`src/rtl/alu16_pkg.sv`:
```
package alu16_pkg;
  typedef enum logic [2:0] {
    OP_LD  = 3'b000,
    OP_ADD = 3'b001,
    OP_AND = 3'b010,
    OP_OR  = 3'b011,
    OP_XOR = 3'b100,
    OP_ROR = 3'b101,
    OP_ADC = 3'b110,
    OP_STO = 3'b111
  } alu_op_e;
endpackage

```
`src/rtl/alu16_rst_sync.sv`:
```
module alu16_rst_sync #(
  parameter int STAGES = 2
) (
  input  logic clk,
  input  logic rst_n_in,
  output logic rst_n_out
);
  logic [STAGES-1:0] chain_q;

  always_ff @(posedge clk or negedge rst_n_in) begin
    if (!rst_n_in) chain_q <= '0;
    else           chain_q <= {chain_q[STAGES-2:0], 1'b1};
  end

  assign rst_n_out = chain_q[STAGES-1];
endmodule

```
`src/rtl/alu16_core.sv`:
```
module alu16_core
  import alu16_pkg::*;
#(
  parameter int W = 16
) (
  input  alu_op_e        op,
  input  logic [W-1:0]   a,
  input  logic [W-1:0]   b,
  input  logic           carry_in,
  output logic [W-1:0]   res,
  output logic           carry_out,
  output logic           carry_wr
);
  logic [W:0] sum_ext;
  logic       add_cin;

  always_comb begin
    add_cin = (op == OP_ADC) ? carry_in : 1'b0;
    sum_ext = {1'b0, a} + {1'b0, b} + {{W{1'b0}}, add_cin};
  end

  always_comb begin
    res       = b;
    carry_out = carry_in;
    carry_wr  = 1'b0;
    unique case (op)
      OP_LD:  res = b;
      OP_ADD, OP_ADC: begin
        res       = sum_ext[W-1:0];
        carry_out = sum_ext[W];
        carry_wr  = 1'b1;
      end
      OP_AND: res = a & b;
      OP_OR:  res = a | b;
      OP_XOR: res = a ^ b;
      OP_ROR: begin
        res       = {carry_in, b[W-1:1]};
        carry_out = b[0];
        carry_wr  = 1'b1;
      end
      OP_STO: res = a;
      default: res = b;
    endcase
  end
endmodule

```
`src/rtl/alu16_flags.sv`:
```
module alu16_flags #(
  parameter int W = 16
) (
  input  logic         clk,
  input  logic         rst_n,
  input  logic         upd,
  input  logic         carry_wr,
  input  logic         carry_nx,
  input  logic [W-1:0] res,
  output logic         carry_q,
  output logic         zero_q
);
  logic carry_d, zero_d;

  always_comb begin
    carry_d = carry_q;
    zero_d  = zero_q;
    if (upd) begin
      if (carry_wr) carry_d = carry_nx;
      zero_d = (res == '0);
    end
  end

  always_ff @(posedge clk or negedge rst_n) begin
    if (!rst_n) begin
      carry_q <= 1'b0;
      zero_q  <= 1'b0;
    end else begin
      carry_q <= carry_d;
      zero_q  <= zero_d;
    end
  end


  flags_hold_chk: assert property (@(posedge clk) disable iff (!rst_n)
    !upd |=> ($stable(carry_q) && $stable(zero_q)));


  zero_track_chk: assert property (@(posedge clk) disable iff (!rst_n)
    upd |=> (zero_q == ($past(res) == '0)));


  carry_keep_chk: assert property (@(posedge clk) disable iff (!rst_n)
    (upd && !carry_wr) |=> $stable(carry_q));
endmodule

```
`src/rtl/alu16_exec.sv`:
```
module alu16_exec
  import alu16_pkg::*;
#(
  parameter int W       = 16,
  parameter int RIDX    = 4,
  parameter int OPW     = 3,
  parameter int SYNC_ST = 2
) (
  input  logic            clk,
  input  logic            rst_n,
  input  logic [OPW-1:0]  op_sel,
  input  logic [RIDX-1:0] dest_sel,
  input  logic [W-1:0]    src_val,
  input  logic [W-1:0]    opnd_val,
  input  logic            exec_en,
  input  logic            pred_ok,
  output logic [W-1:0]    result,
  output logic            reg_we,
  output logic [RIDX-1:0] dest_idx,
  output logic            store_req,
  output logic [W-1:0]    store_data,
  output logic [W-1:0]    store_addr,
  output logic            carry_q,
  output logic            zero_q
);
  localparam logic [RIDX-1:0] ZERO_REG = '0;

  logic    rst_n_sync;
  alu_op_e op;
  logic    fire, is_store, flag_upd;
  logic    carry_nx, carry_wr;

  alu16_rst_sync #(.STAGES(SYNC_ST)) i_sync (
    .clk       (clk),
    .rst_n_in  (rst_n),
    .rst_n_out (rst_n_sync)
  );

  always_comb begin
    op       = alu_op_e'(op_sel);
    fire     = exec_en && pred_ok;
    is_store = (op == OP_STO);
    flag_upd = fire && !is_store;
  end

  alu16_core #(.W(W)) i_core (
    .op        (op),
    .a         (src_val),
    .b         (opnd_val),
    .carry_in  (carry_q),
    .res       (result),
    .carry_out (carry_nx),
    .carry_wr  (carry_wr)
  );

  alu16_flags #(.W(W)) i_flags (
    .clk      (clk),
    .rst_n    (rst_n_sync),
    .upd      (flag_upd),
    .carry_wr (carry_wr),
    .carry_nx (carry_nx),
    .res      (result),
    .carry_q  (carry_q),
    .zero_q   (zero_q)
  );

  always_comb begin
    dest_idx   = dest_sel;
    reg_we     = fire && !is_store && (dest_sel != ZERO_REG);
    store_req  = fire && is_store;
    store_data = src_val;
    store_addr = opnd_val;
  end


  store_no_wb_chk: assert property (@(posedge clk) disable iff (!rst_n_sync)
    store_req |-> !reg_we);


  r0_protect_chk: assert property (@(posedge clk) disable iff (!rst_n_sync)
    reg_we |-> (dest_idx != ZERO_REG));


  ror_carry_chk: assert property (@(posedge clk) disable iff (!rst_n_sync)
    (exec_en && pred_ok && op_sel == 3'b101) |=> (carry_q == $past(opnd_val[0])));


  store_flags_chk: assert property (@(posedge clk) disable iff (!rst_n_sync)
    store_req |=> ($stable(carry_q) && $stable(zero_q)));
endmodule

```
`config.mk`:
```
export PLATFORM = sky130hd
export DESIGN_NAME = alu16_exec
export DESIGN_NICKNAME = d
export VERILOG_FILES = /design/src/rtl/alu16_pkg.sv /design/src/rtl/alu16_rst_sync.sv /design/src/rtl/alu16_core.sv /design/src/rtl/alu16_flags.sv /design/src/rtl/alu16_exec.sv
export SDC_FILE = /design/constraint.sdc
export NUM_CORES = 1
export LEC_CHECK = 0
export CORE_MARGIN = 2
export CORE_UTILIZATION = 51
export CTS_CLUSTER_SIZE = 20
export DETAILED_ROUTE_END_ITERATION = 7
export GPL_TIMING_DRIVEN = 0
export PLACE_DENSITY = 0.9
export REMOVE_ABC_BUFFERS = 1
export SETUP_SLACK_MARGIN = 0.02
export SYNTH_ARGS = -nofsm -noshare
export SYNTH_HDL_FRONTEND = slang
export SYNTH_SLANG_ARGS = --single-unit
```
`constraint.sdc`:
```
create_clock -name clk -period 16.15 [get_ports clk]
set_input_delay 4.845 -clock clk [delete_from_list [all_inputs] [get_ports clk]]
set_output_delay 4.845 -clock clk [all_outputs]
set_load 0.03 [all_outputs]
```
==> metrics.txt, run 1 <==
Synth Area in Simple Gates=0.2267; First DRT Iteration DRCs=roughly 310; status=completed; RR Endpoint=i_flags.zero_q; Syn Std Cell Area=0.002765 mm^2; worst setup margin=a little over 2 ns; worst path cell trace=clkdlybuf4s50_1, and3b_1, nand2_1, fa_1, fa_1, nand2b_1, a21oi_1, o221a_2, o211ai_1, a21oi_1, mux2i_1, nor2_1, clkdlybuf4s50_1; Nets=520; I/O Pins=between 90 and 100; vias in the first global route=2956; Initial Util=0.5346; clock tree buffer depth=2; CTS Sinks=4; Post-synth EDFFs=0; Worst Skew=a little over 0.003 ns; leakage=around 0.0015 uW; CP required=~11 ns; TritonCTS clock tree=yes; fin crit period=14.09 ns; WS Path Type=input pin to output pin; largest family of logic cells by synthesized area=compound AO/OA/AOI/OAI gates; Crit path arrival time=9.24 ns; PD cells=48.73 mW/mm^2; global route overflow=0; vias per std cell=6.119; first-pass GRT wire length=between 10000 and 15000 um; standard-cell rows=26; CTS Hold Bufs=0; most common library cell in the layout ignoring fill and taps=clkdlybuf4s50_1; dpl ws=between 1.5 and 2 ns; DIE HEIGHT=77.64 um; FF-to-FF Start=i_flags.carry_q; VDD IR-drop max=0.05086 mV; 1st-pass router iterations=5; CTS Buf Count=3; most frequent cells in the layout=clkdlybuf4s50_1, inv_1, ha_1; Routed WL per cell=16.20 um; post-cts gate resize count=0; Synth area leaders=ha_1, buf_4, inv_1; maximum fanout along the worst path=22; Relative slew margins=0.3815; n_diodes=0; Synth Area in Compound Gates=0.3149; final cycle utilization of the critical path=0.8722; Fmax=70.99 MHz; critical path's slowest cell=clkdlybuf4s50_1; Hold Crit Class=register to async pin; layout cells sized above 1=0.04762; Worst-Skew Late Latency=0.22 ns; top_reg_cell synth=dfrtp_1; RD Place Congestion=0.9290; chip width=between 70 and 80 um; Post-Route WL=about 8300 um; leading area contributor after synthesis=ha_1; Post-Syn Instances=roughly 400; #FFs+latches synth=4; synth warn=0; area share of fa/ha/maj cells after synthesis=0.1593; Max Cap Violations=0; post-synthesis mux area share=0.06063; largest net degree at the start of global routing=45; Least-Margin Pin Slew=0.9278 ns; GRT Total Usage=0.2678; DP HPWL=6140 um; post-synth cell types=72; ys async rst share=1.000; R2R Setup Slk=around 13 ns; H-Tree Depth=1; Hold Violations, Final=0; share of the synthesized area in the top cell type=0.1448; slowest stage delay, CP=roughly 1.1 ns; Post-Synth XOR/XNOR Area=0.006335; clk slew on worst S/H paths=about 0.030 ns; setup violators final=0; number of buffers added on ports=just under 100; Worst R2R Path Depth=11; detailed-route DRC error count=0; root buf cell=clkbuf_8; Fin Setup TNS=0 ns; die area=0.006027 mm^2; initial antenna violation count=0; RSZ-0062 raised after global routing=false; Slew Limit Fails=0; DR vias=around 3100; Tot Pwr=roughly 170 uW; Synth Area per Inst=~6.9 um^2; Core Footprint=approximately 0.0052 mm^2; post-CTS setup buffers=0; Seq/Total Area, Yosys=0.03620; Crit. End Element=output pin; DRT antenna net count=0; element type at the critical path start=input pin; synthesis-to-finish area growth=25.61%
==> synth_stat cells (6+ instances only) <==
master / instances
buf_4: 38
inv_1: 38
ha_1: 32
nor2_1: 29
nand2_1: 28
o21ai_0: 28
a21oi_1: 18
buf_2: 11
mux2i_1: 10
o221ai_1: 9
nand3_1: 8
o21a_1: 8
and3_1: 7
nor2b_1: 7
a21o_1: 6
o22ai_1: 6
==> where the power goes <==
group	internal [uW]	switching, uW	leakage (uW)	total [uW]
Clock	15.9	5.18	0.0000216	21.1
Combinational	58.1	78.3	0.00146	136
Sequential	10.9	0.834	0.0000500	11.8
==> critical path: cells and delay by family <==
family / cells / cell delay (ns)
compound gates: 4 / 0.86
fa+ha+maj: 2 / 0.89
buf+inv: 2 / 1.76
mux: 1 / 0.14
simple gates: 4 / 0.74
==> through the flow <==
step	util	area [um^2]	std cells	hold slack (ns)
2_1_floorplan	-	2374	340	0.01105
3_3_place_gp	0.6655	3442	508	0.02335
3_5_place_dp	0.6655	3442	508	0.01611
4_1_cts	0.6734	3483	511	0.02509
5_1_grt	0.6715	3473	511	0.03238
6_report	0.6715	3473	511	0.02308
==> flip-flops by register name (all words and copies together) (netlist names) <==
register         cells
i_sync.chain_q       2
i_flags.zero_q       1
i_flags.carry_q      1
==> how the worst max path moves through the flow <==
stage | startpoint | endpoint | slack [ns] | cells past startpoint
6_report | op_sel[2] | result[14] | 2.06 | 13
5_1_grt | op_sel[2] | result[14] | 1.87 | 13
4_1_cts | op_sel[1] | result[12] | 1.61 | 12
3_5_place_dp | op_sel[1] | result[12] | 1.64 | 12
3_3_place_gp | op_sel[1] | result[12] | 1.72 | 12
2_1_floorplan | op_sel[0] | result[14] | 3.94 | 11
==> area by class of cell <==
type                    instances  area [um^2]
inverters                      39        146.4
well taps                      70        87.58
clock buffers                   3        41.29
multi-input cells             297         2127
flip-flops and latches          4        100.1
repair buffers                 98        970.9
fillers                       472         1699
==> metal layers <==
layer	up-vias	track usage	part of all wire
li1	1496	-	-
met1	1437	0.3451	0.41
met2	178	0.4603	0.49
met3	16	0.03140	0.083
met4	0	0.08929	0.018
met5	-	0	0
==> cell families (layout without fill, tap and decap cells) <==
group | after synthesis | count (layout)
AO/OA/AOI/OAI | 124 | 124
other | 1 | 1
AND/OR/NAND/NOR | 121 | 121
flip-flops | 4 | 4
multiplexers | 15 | 15
XOR/XNOR | 2 | 2
adder cells (fa/ha/maj) | 34 | 34
buffers and inverters | 97 | 140
Power figures use the tool's default switching activity.
==> run 2, diff against run 1 <==
--- a/config.mk
+++ b/config.mk
@@ -6,11 +6,11 @@
 export NUM_CORES = 1
 export LEC_CHECK = 0
 export CORE_MARGIN = 2
-export CORE_UTILIZATION = 51
+export CORE_UTILIZATION = 42
 export CTS_CLUSTER_SIZE = 20
 export DETAILED_ROUTE_END_ITERATION = 7
 export GPL_TIMING_DRIVEN = 0
-export PLACE_DENSITY = 0.9
+export PLACE_DENSITY = 0.79
 export REMOVE_ABC_BUFFERS = 1
 export SETUP_SLACK_MARGIN = 0.02
 export SYNTH_ARGS = -nofsm -noshare
==> constraint.sdc (replaced) <==
create_clock -name clk -period 11.5 [get_ports clk]
set_input_delay 3.45 -clock clk [delete_from_list [all_inputs] [get_ports clk]]
set_output_delay 3.45 -clock clk [all_outputs]
set_load 0.03 [all_outputs]
==> metrics.txt, run 2 (synthesized netlist as in run 1, its figures left out) <==
status=completed; final cycle utilization of the critical path=0.9814; clock tree buffer depth=2 (unchanged); DRT antenna net count=0 (unchanged); synthesis-to-finish area growth=25.93%; net load switching power=118.8 uW (+41%); Worst R2R Path Depth=11 (unchanged); Crit path arrival time=7.84 ns (-1.40 ns); Worst-Skew Late Latency=0.22 ns (about the same); dpl cells=515 (+1.4%); Setup crit start=op_sel[2]; vias in the first global route=2895 (-2.1%); crit path to=result[12]; clock power share=0.126 (+0.002); Register Area=100.1 um^2 (unchanged); standard-cell rows=29 (+12%); global route overflow=0 (unchanged); Largest register FFs=2 (unchanged); Hold Violations, Final=0 (unchanged); number of buffers added on ports=98 (unchanged); leakage=0.001528 uW (unchanged); post-cts gate resize count=1 (+1); WS Path Type=input pin to output pin; layout cells sized above 1=0.04762 (unchanged); critical path's slowest cell=clkdlybuf4s50_1; Crit. End Element=output pin; CP delay by family, top=buffers and inverters; RSZ-0062 raised after global routing=false; worst path cell trace=clkdlybuf4s50_1, and3b_1, nand2_1, fa_1, fa_1, nand2b_1, a21oi_1, o221a_2, o211ai_1, mux2_2, or2_2, clkdlybuf4s50_1; VDD IR-drop max=0.06251 mV (+23%); H-Tree Depth=1 (unchanged); RD Place Congestion=0.9114 (-1.9%); CP required=8.05 ns (-3.25 ns); Hold Crit Class=register to async pin; Least-Margin Pin Slew=0.9197 ns (-0.008110 ns); most common library cell in the layout ignoring fill and taps=clkdlybuf4s50_1; crit path buf inv count=2 (unchanged); CTS Hold Bufs=0 (unchanged); clk slew on worst S/H paths=0.03 ns (about the same); I/O Pins=99 (unchanged); top flop regs=i_sync.chain_q (2), i_flags.carry_q (1), i_flags.zero_q (1); most flop-heavy register=i_sync.chain_q; slowest stage delay, CP=1.07 ns (about the same); CTS Sinks=4 (unchanged); Reg power frac=0.069 (about the same); initial antenna violation count=0 (unchanged); CTS Buf Count=3 (unchanged); detailed-route DRC error count=0 (unchanged); vias per std cell=5.956 (-2.7%); fin crit period=between 10 and 15 ns; Relative slew margins=0.3869 (+0.005407); root buf cell=clkbuf_8; Nets=520 (unchanged); Fmax=roughly 89 MHz; non-filler instance count after layout=518 (+1.4%); FF-to-FF Start=i_flags.carry_q; Routed WL per cell=15.93 um (-1.6%); Crit path depth=12 (-1); DP HPWL=6083 um (-0.93%); Sw Share=0.4992 (+0.0009095); area of the multi-input gates=0.002127 mm^2 (unchanged); R2R Setup Slk=8.30 ns (-4.63 ns); TritonCTS clock tree=yes; Post-Route WL=8254 um (-0.28%); GRT Total Usage=0.2221 (-0.04577); setup violators final=0 (unchanged); n_diodes=0 (unchanged); Initial Util=0.4355 (-0.09912); RR Endpoint=i_flags.zero_q; most frequent cells in the layout=clkdlybuf4s50_1, inv_1, ha_1; element type at the critical path start=input pin; 1st-pass router iterations=8 (+3); chip width=85.14 um (+9.7%); DIE HEIGHT=85.14 um (+9.7%); Core Footprint=0.006350 mm^2 (+23%); fillers=606 (+28%); Slew Limit Fails=0 (unchanged); DR vias=3085 (-1.3%); die area=0.007249 mm^2 (+20%); combinational share of power=0.805 (about the same); maximum fanout along the worst path=22 (unchanged); first-pass GRT wire length=13760 um (+0.66%); cell internal pwr=119.2 uW (+40%); largest net degree at the start of global routing=45 (unchanged); Max Cap Violations=0 (unchanged); First DRT Iteration DRCs=254 (-17%); Tot Pwr=238.0 uW (+41%); PD cells=68.35 mW/mm^2 (+40%); post-CTS setup buffers=0 (unchanged); Worst Skew=0.006452 ns (+0.003374 ns)
[run 2: worst min path at each step]
| stage | from | end | slack [ns] | cells after the start |
|---|---|---|---|---|
| finish | i_sync.chain_q[1] | i_flags.zero_q | 0.03 | 0 |
| global route | i_sync.chain_q[1] | i_flags.zero_q | 0.04 | 0 |
| CTS | i_sync.chain_q[1] | i_flags.zero_q | 0.04 | 0 |
| detailed placement | i_sync.chain_q[1] | i_flags.zero_q | 0.02 | 0 |
| global placement | i_sync.chain_q[1] | i_flags.zero_q | 0.02 | 0 |
| floorplan | i_sync.chain_q[1] | i_flags.carry_q | 0.01 | 0 |
[run 2: final cells by class]
type                    instances  area share
well taps                      77     0.02767
clock buffers                   3     0.01186
repair buffers                 98      0.2788
multi-input cells             297      0.6109
flip-flops and latches          4     0.02875
inverters                      39     0.04204
[run 2: power groups by stage]
stage,Clock (uW),Combinational [uW],Sequential (uW)
2_1_floorplan,0,98.0,18.0
3_3_place_gp,0,186,16.6
3_5_place_dp,0,189,16.5
4_1_cts,31.1,190,16.4
5_1_grt,32.0,207,16.5
6_report,30.1,192,16.4
[run 2: metrics by stage]
step	setup slack (ns)	instance area (um^2)	hold slack [ns]	util	setup TNS (ns)
floorplan	2.080	2374	0.01105	-	0
global placement	-0.1910	3451	0.02400	0.5434	-0.3510
detailed placement	-0.08137	3446	0.01772	0.5427	-0.1440
CTS	0.2558	3486	0.03676	0.5490	0
global route	0.05229	3482	0.04003	0.5484	0
finish	0.2143	3482	0.03310	0.5484	0
[run 2: layer usage]
metal / GRT usage / vias up / part of all wire
li1: - / 1493 / -
met1: 0.3063 / 1437 / 0.44
met2: 0.3786 / 145 / 0.47
met3: 0.02043 / 10 / 0.079
met4: 0.04185 / 0 / 0.0090
met5: 0 / - / 0
==> run 3, diff against run 2 <==
--- a/config.mk
+++ b/config.mk
@@ -10,7 +10,7 @@
 export CTS_CLUSTER_SIZE = 20
 export DETAILED_ROUTE_END_ITERATION = 7
 export GPL_TIMING_DRIVEN = 0
-export PLACE_DENSITY = 0.79
+export PLACE_DENSITY_LB_ADDON = 0.12
 export REMOVE_ABC_BUFFERS = 1
 export SETUP_SLACK_MARGIN = 0.02
 export SYNTH_ARGS = -nofsm -noshare
==> metrics.txt, run 3 (synthesized netlist as in run 1, its figures left out) <==
most flop-heavy register=i_sync.chain_q; standard-cell rows=29 (unchanged); initial antenna violation count=0 (unchanged); Relative slew margins=0.3573 (-0.02960); Least-Margin Pin Slew=0.9641 ns (+0.04439 ns); area of the multi-input gates=0.002127 mm^2 (unchanged); DP HPWL=6119 um (+0.58%); vias per std cell=5.822 (-2.2%); chip width=85.14 um (unchanged); Slew Limit Fails=0 (unchanged); First DRT Iteration DRCs=174 (-31%); slowest stage delay, CP=1.08 ns (about the same); Area after DPL=0.003446 mm^2 (unchanged); Worst-Skew Late Latency=0.21 ns (about the same); element type at the critical path start=input pin; Core Footprint=0.006350 mm^2 (unchanged); Post-Route WL=8157 um (-1.2%); die area=0.007249 mm^2 (unchanged); Setup crit start=op_sel[2]; fin crit period=11.28 ns (-0.002721 ns); clock tree buffer depth=2 (unchanged); Routed WL per cell=15.75 um (-1.2%); PD cells=67.55 mW/mm^2 (-1.2%); number of buffers added on ports=98 (unchanged); Hold Violations, Final=0 (unchanged); GRT Total Usage=0.2178 (-0.004290); leakage=0.001528 uW (unchanged); FF-to-FF Start=i_flags.carry_q; DRT antenna net count=0 (unchanged); first-pass GRT wire length=13210 um (-4.0%); detailed-route DRC error count=0 (unchanged); VDD IR-drop max=0.08023 mV (+28%); top flop regs=i_sync.chain_q (2), i_flags.carry_q (1), i_flags.zero_q (1); largest net degree at the start of global routing=45 (unchanged); WS Path Type=input pin to output pin; final instance area=0.003482 mm^2 (unchanged); DR vias=3016 (-2.2%); Fmax=88.63 MHz (about the same); most common library cell in the layout ignoring fill and taps=clkdlybuf4s50_1; DIE HEIGHT=85.14 um (unchanged); Initial Util=0.4355 (unchanged); most frequent cells in the layout=clkdlybuf4s50_1, inv_1, ha_1; Register Area=100.1 um^2 (unchanged); 1st-pass router iterations=5 (-3); maximum fanout along the worst path=22 (unchanged); Worst Skew=0.0007002 ns (-0.005752 ns); layout cells sized above 1=0.04762 (unchanged); RD Place Congestion=0.9097 (-0.19%); n_diodes=0 (unchanged); RSZ-0062 raised after global routing=false; root buf cell=clkbuf_8; Crit path depth=12 (unchanged); CTS Sinks=4 (unchanged); setup violators final=0 (unchanged); final cycle utilization of the critical path=0.9811 (about the same); Largest register FFs=2 (unchanged); CP required=8.05 ns (about the same); Nets=520 (unchanged); critical path's slowest cell=clkdlybuf4s50_1; worst path cell trace=clkdlybuf4s50_1, and3b_1, nand2_1, fa_1, fa_1, nand2b_1, a21oi_1, o221a_2, o211ai_1, mux2_2, or2_2, clkdlybuf4s50_1; vias in the first global route=2753 (-4.9%); Worst R2R Path Depth=11 (unchanged); crit path buf inv count=2 (unchanged); Crit path arrival time=7.83 ns (about the same); TritonCTS clock tree=yes; synthesis-to-finish area growth=25.93% (unchanged); Hold Crit Class=register to async pin; post-CTS setup buffers=0 (unchanged); I/O Pins=99 (unchanged); final core occ=0.5484 (unchanged); fillers=643 (+6.1%); global route overflow=0 (unchanged); clk slew on worst S/H paths=0.03 ns (about the same); Max Cap Violations=0 (unchanged); Crit. End Element=output pin; CP delay by family, top=buffers and inverters; CTS Buf Count=3 (unchanged); H-Tree Depth=1 (unchanged); status=completed
[run 3: cell counts in the layout (fill, tap and decap cells not counted)]
No cell type changed its count.
[run 3: path summary, 6_finish.rpt]
kind	endpoint	slack [ns]
min in group clk	i_sync.chain_q[1]	0.35
max in group asynchronous	i_sync.chain_q[0]	7.98
hold / removal	i_flags.carry_q	0.03
setup reg to reg	i_flags.zero_q	8.24
hold reg to reg	i_flags.carry_q	0.03
setup / recovery	result[12]	0.22
[run 3: per-layer routing]
metal | up-vias | wire length, um | track usage
met5 | - | 0 | 0
met4 | 0 | 95 | 0.03608
met3 | 9 | 532 | 0.01946
met2 | 119 | 3760 | 0.3643
met1 | 1393 | 3769 | 0.3086
li1 | 1495 | - | -
[run 3: power by group]
group / switching [uW] / leakage (uW) / total, uW / internal [uW]
registers: 1.13 / 0.0000500 / 16.5 / 15.3
logic: 108 / 0.00146 / 190 / 81.4
clock network: 6.71 / 0.0000216 / 29.0 / 22.3
total: 116 / 0.00153 / 235 / 119
[run 3: worst register-to-register path, delay by kind of cell (launching register included)]
family	cells	cell delay, ns
AND/OR/NAND/NOR	5	1.12
adder cells (fa/ha/maj)	2	0.87
AO/OA/AOI/OAI	3	0.61
flip-flops	1	0.39
XOR/XNOR	1	0.22
[run 3: final cells by class]
class,instances,share of cell area
Timing Repair Buffer,98,0.2788
Clock buffer,3,0.01186
Inverter,39,0.04204
Sequential cell,4,0.02875
Multi-Input combinational cell,297,0.6109
Tap cell,77,0.02767
[run 3: timing repair]
| action | 4_1_cts | 5_1_grt |
|---|---|---|
| gates resized for setup | 1 | 0 |
| hold buffers | 0 | 0 |
| endpoints found under the setup margin | 2 | 0 |
[run 3: stage by stage]
stage               std cells  setup WS, ns  total power (uW)  hold WS [ns]  TNS [ns]
floorplan                 340         2.080             115.9       0.01105         0
global placement          515       -0.2124             204.3       0.02310   -0.4019
detailed placement        515      -0.08344             205.3       0.02853   -0.1514
CTS                       518        0.2556             235.4       0.02893         0
global route              518       0.06886             253.8       0.03981         0
finish                    518        0.2170             235.2       0.02591         0
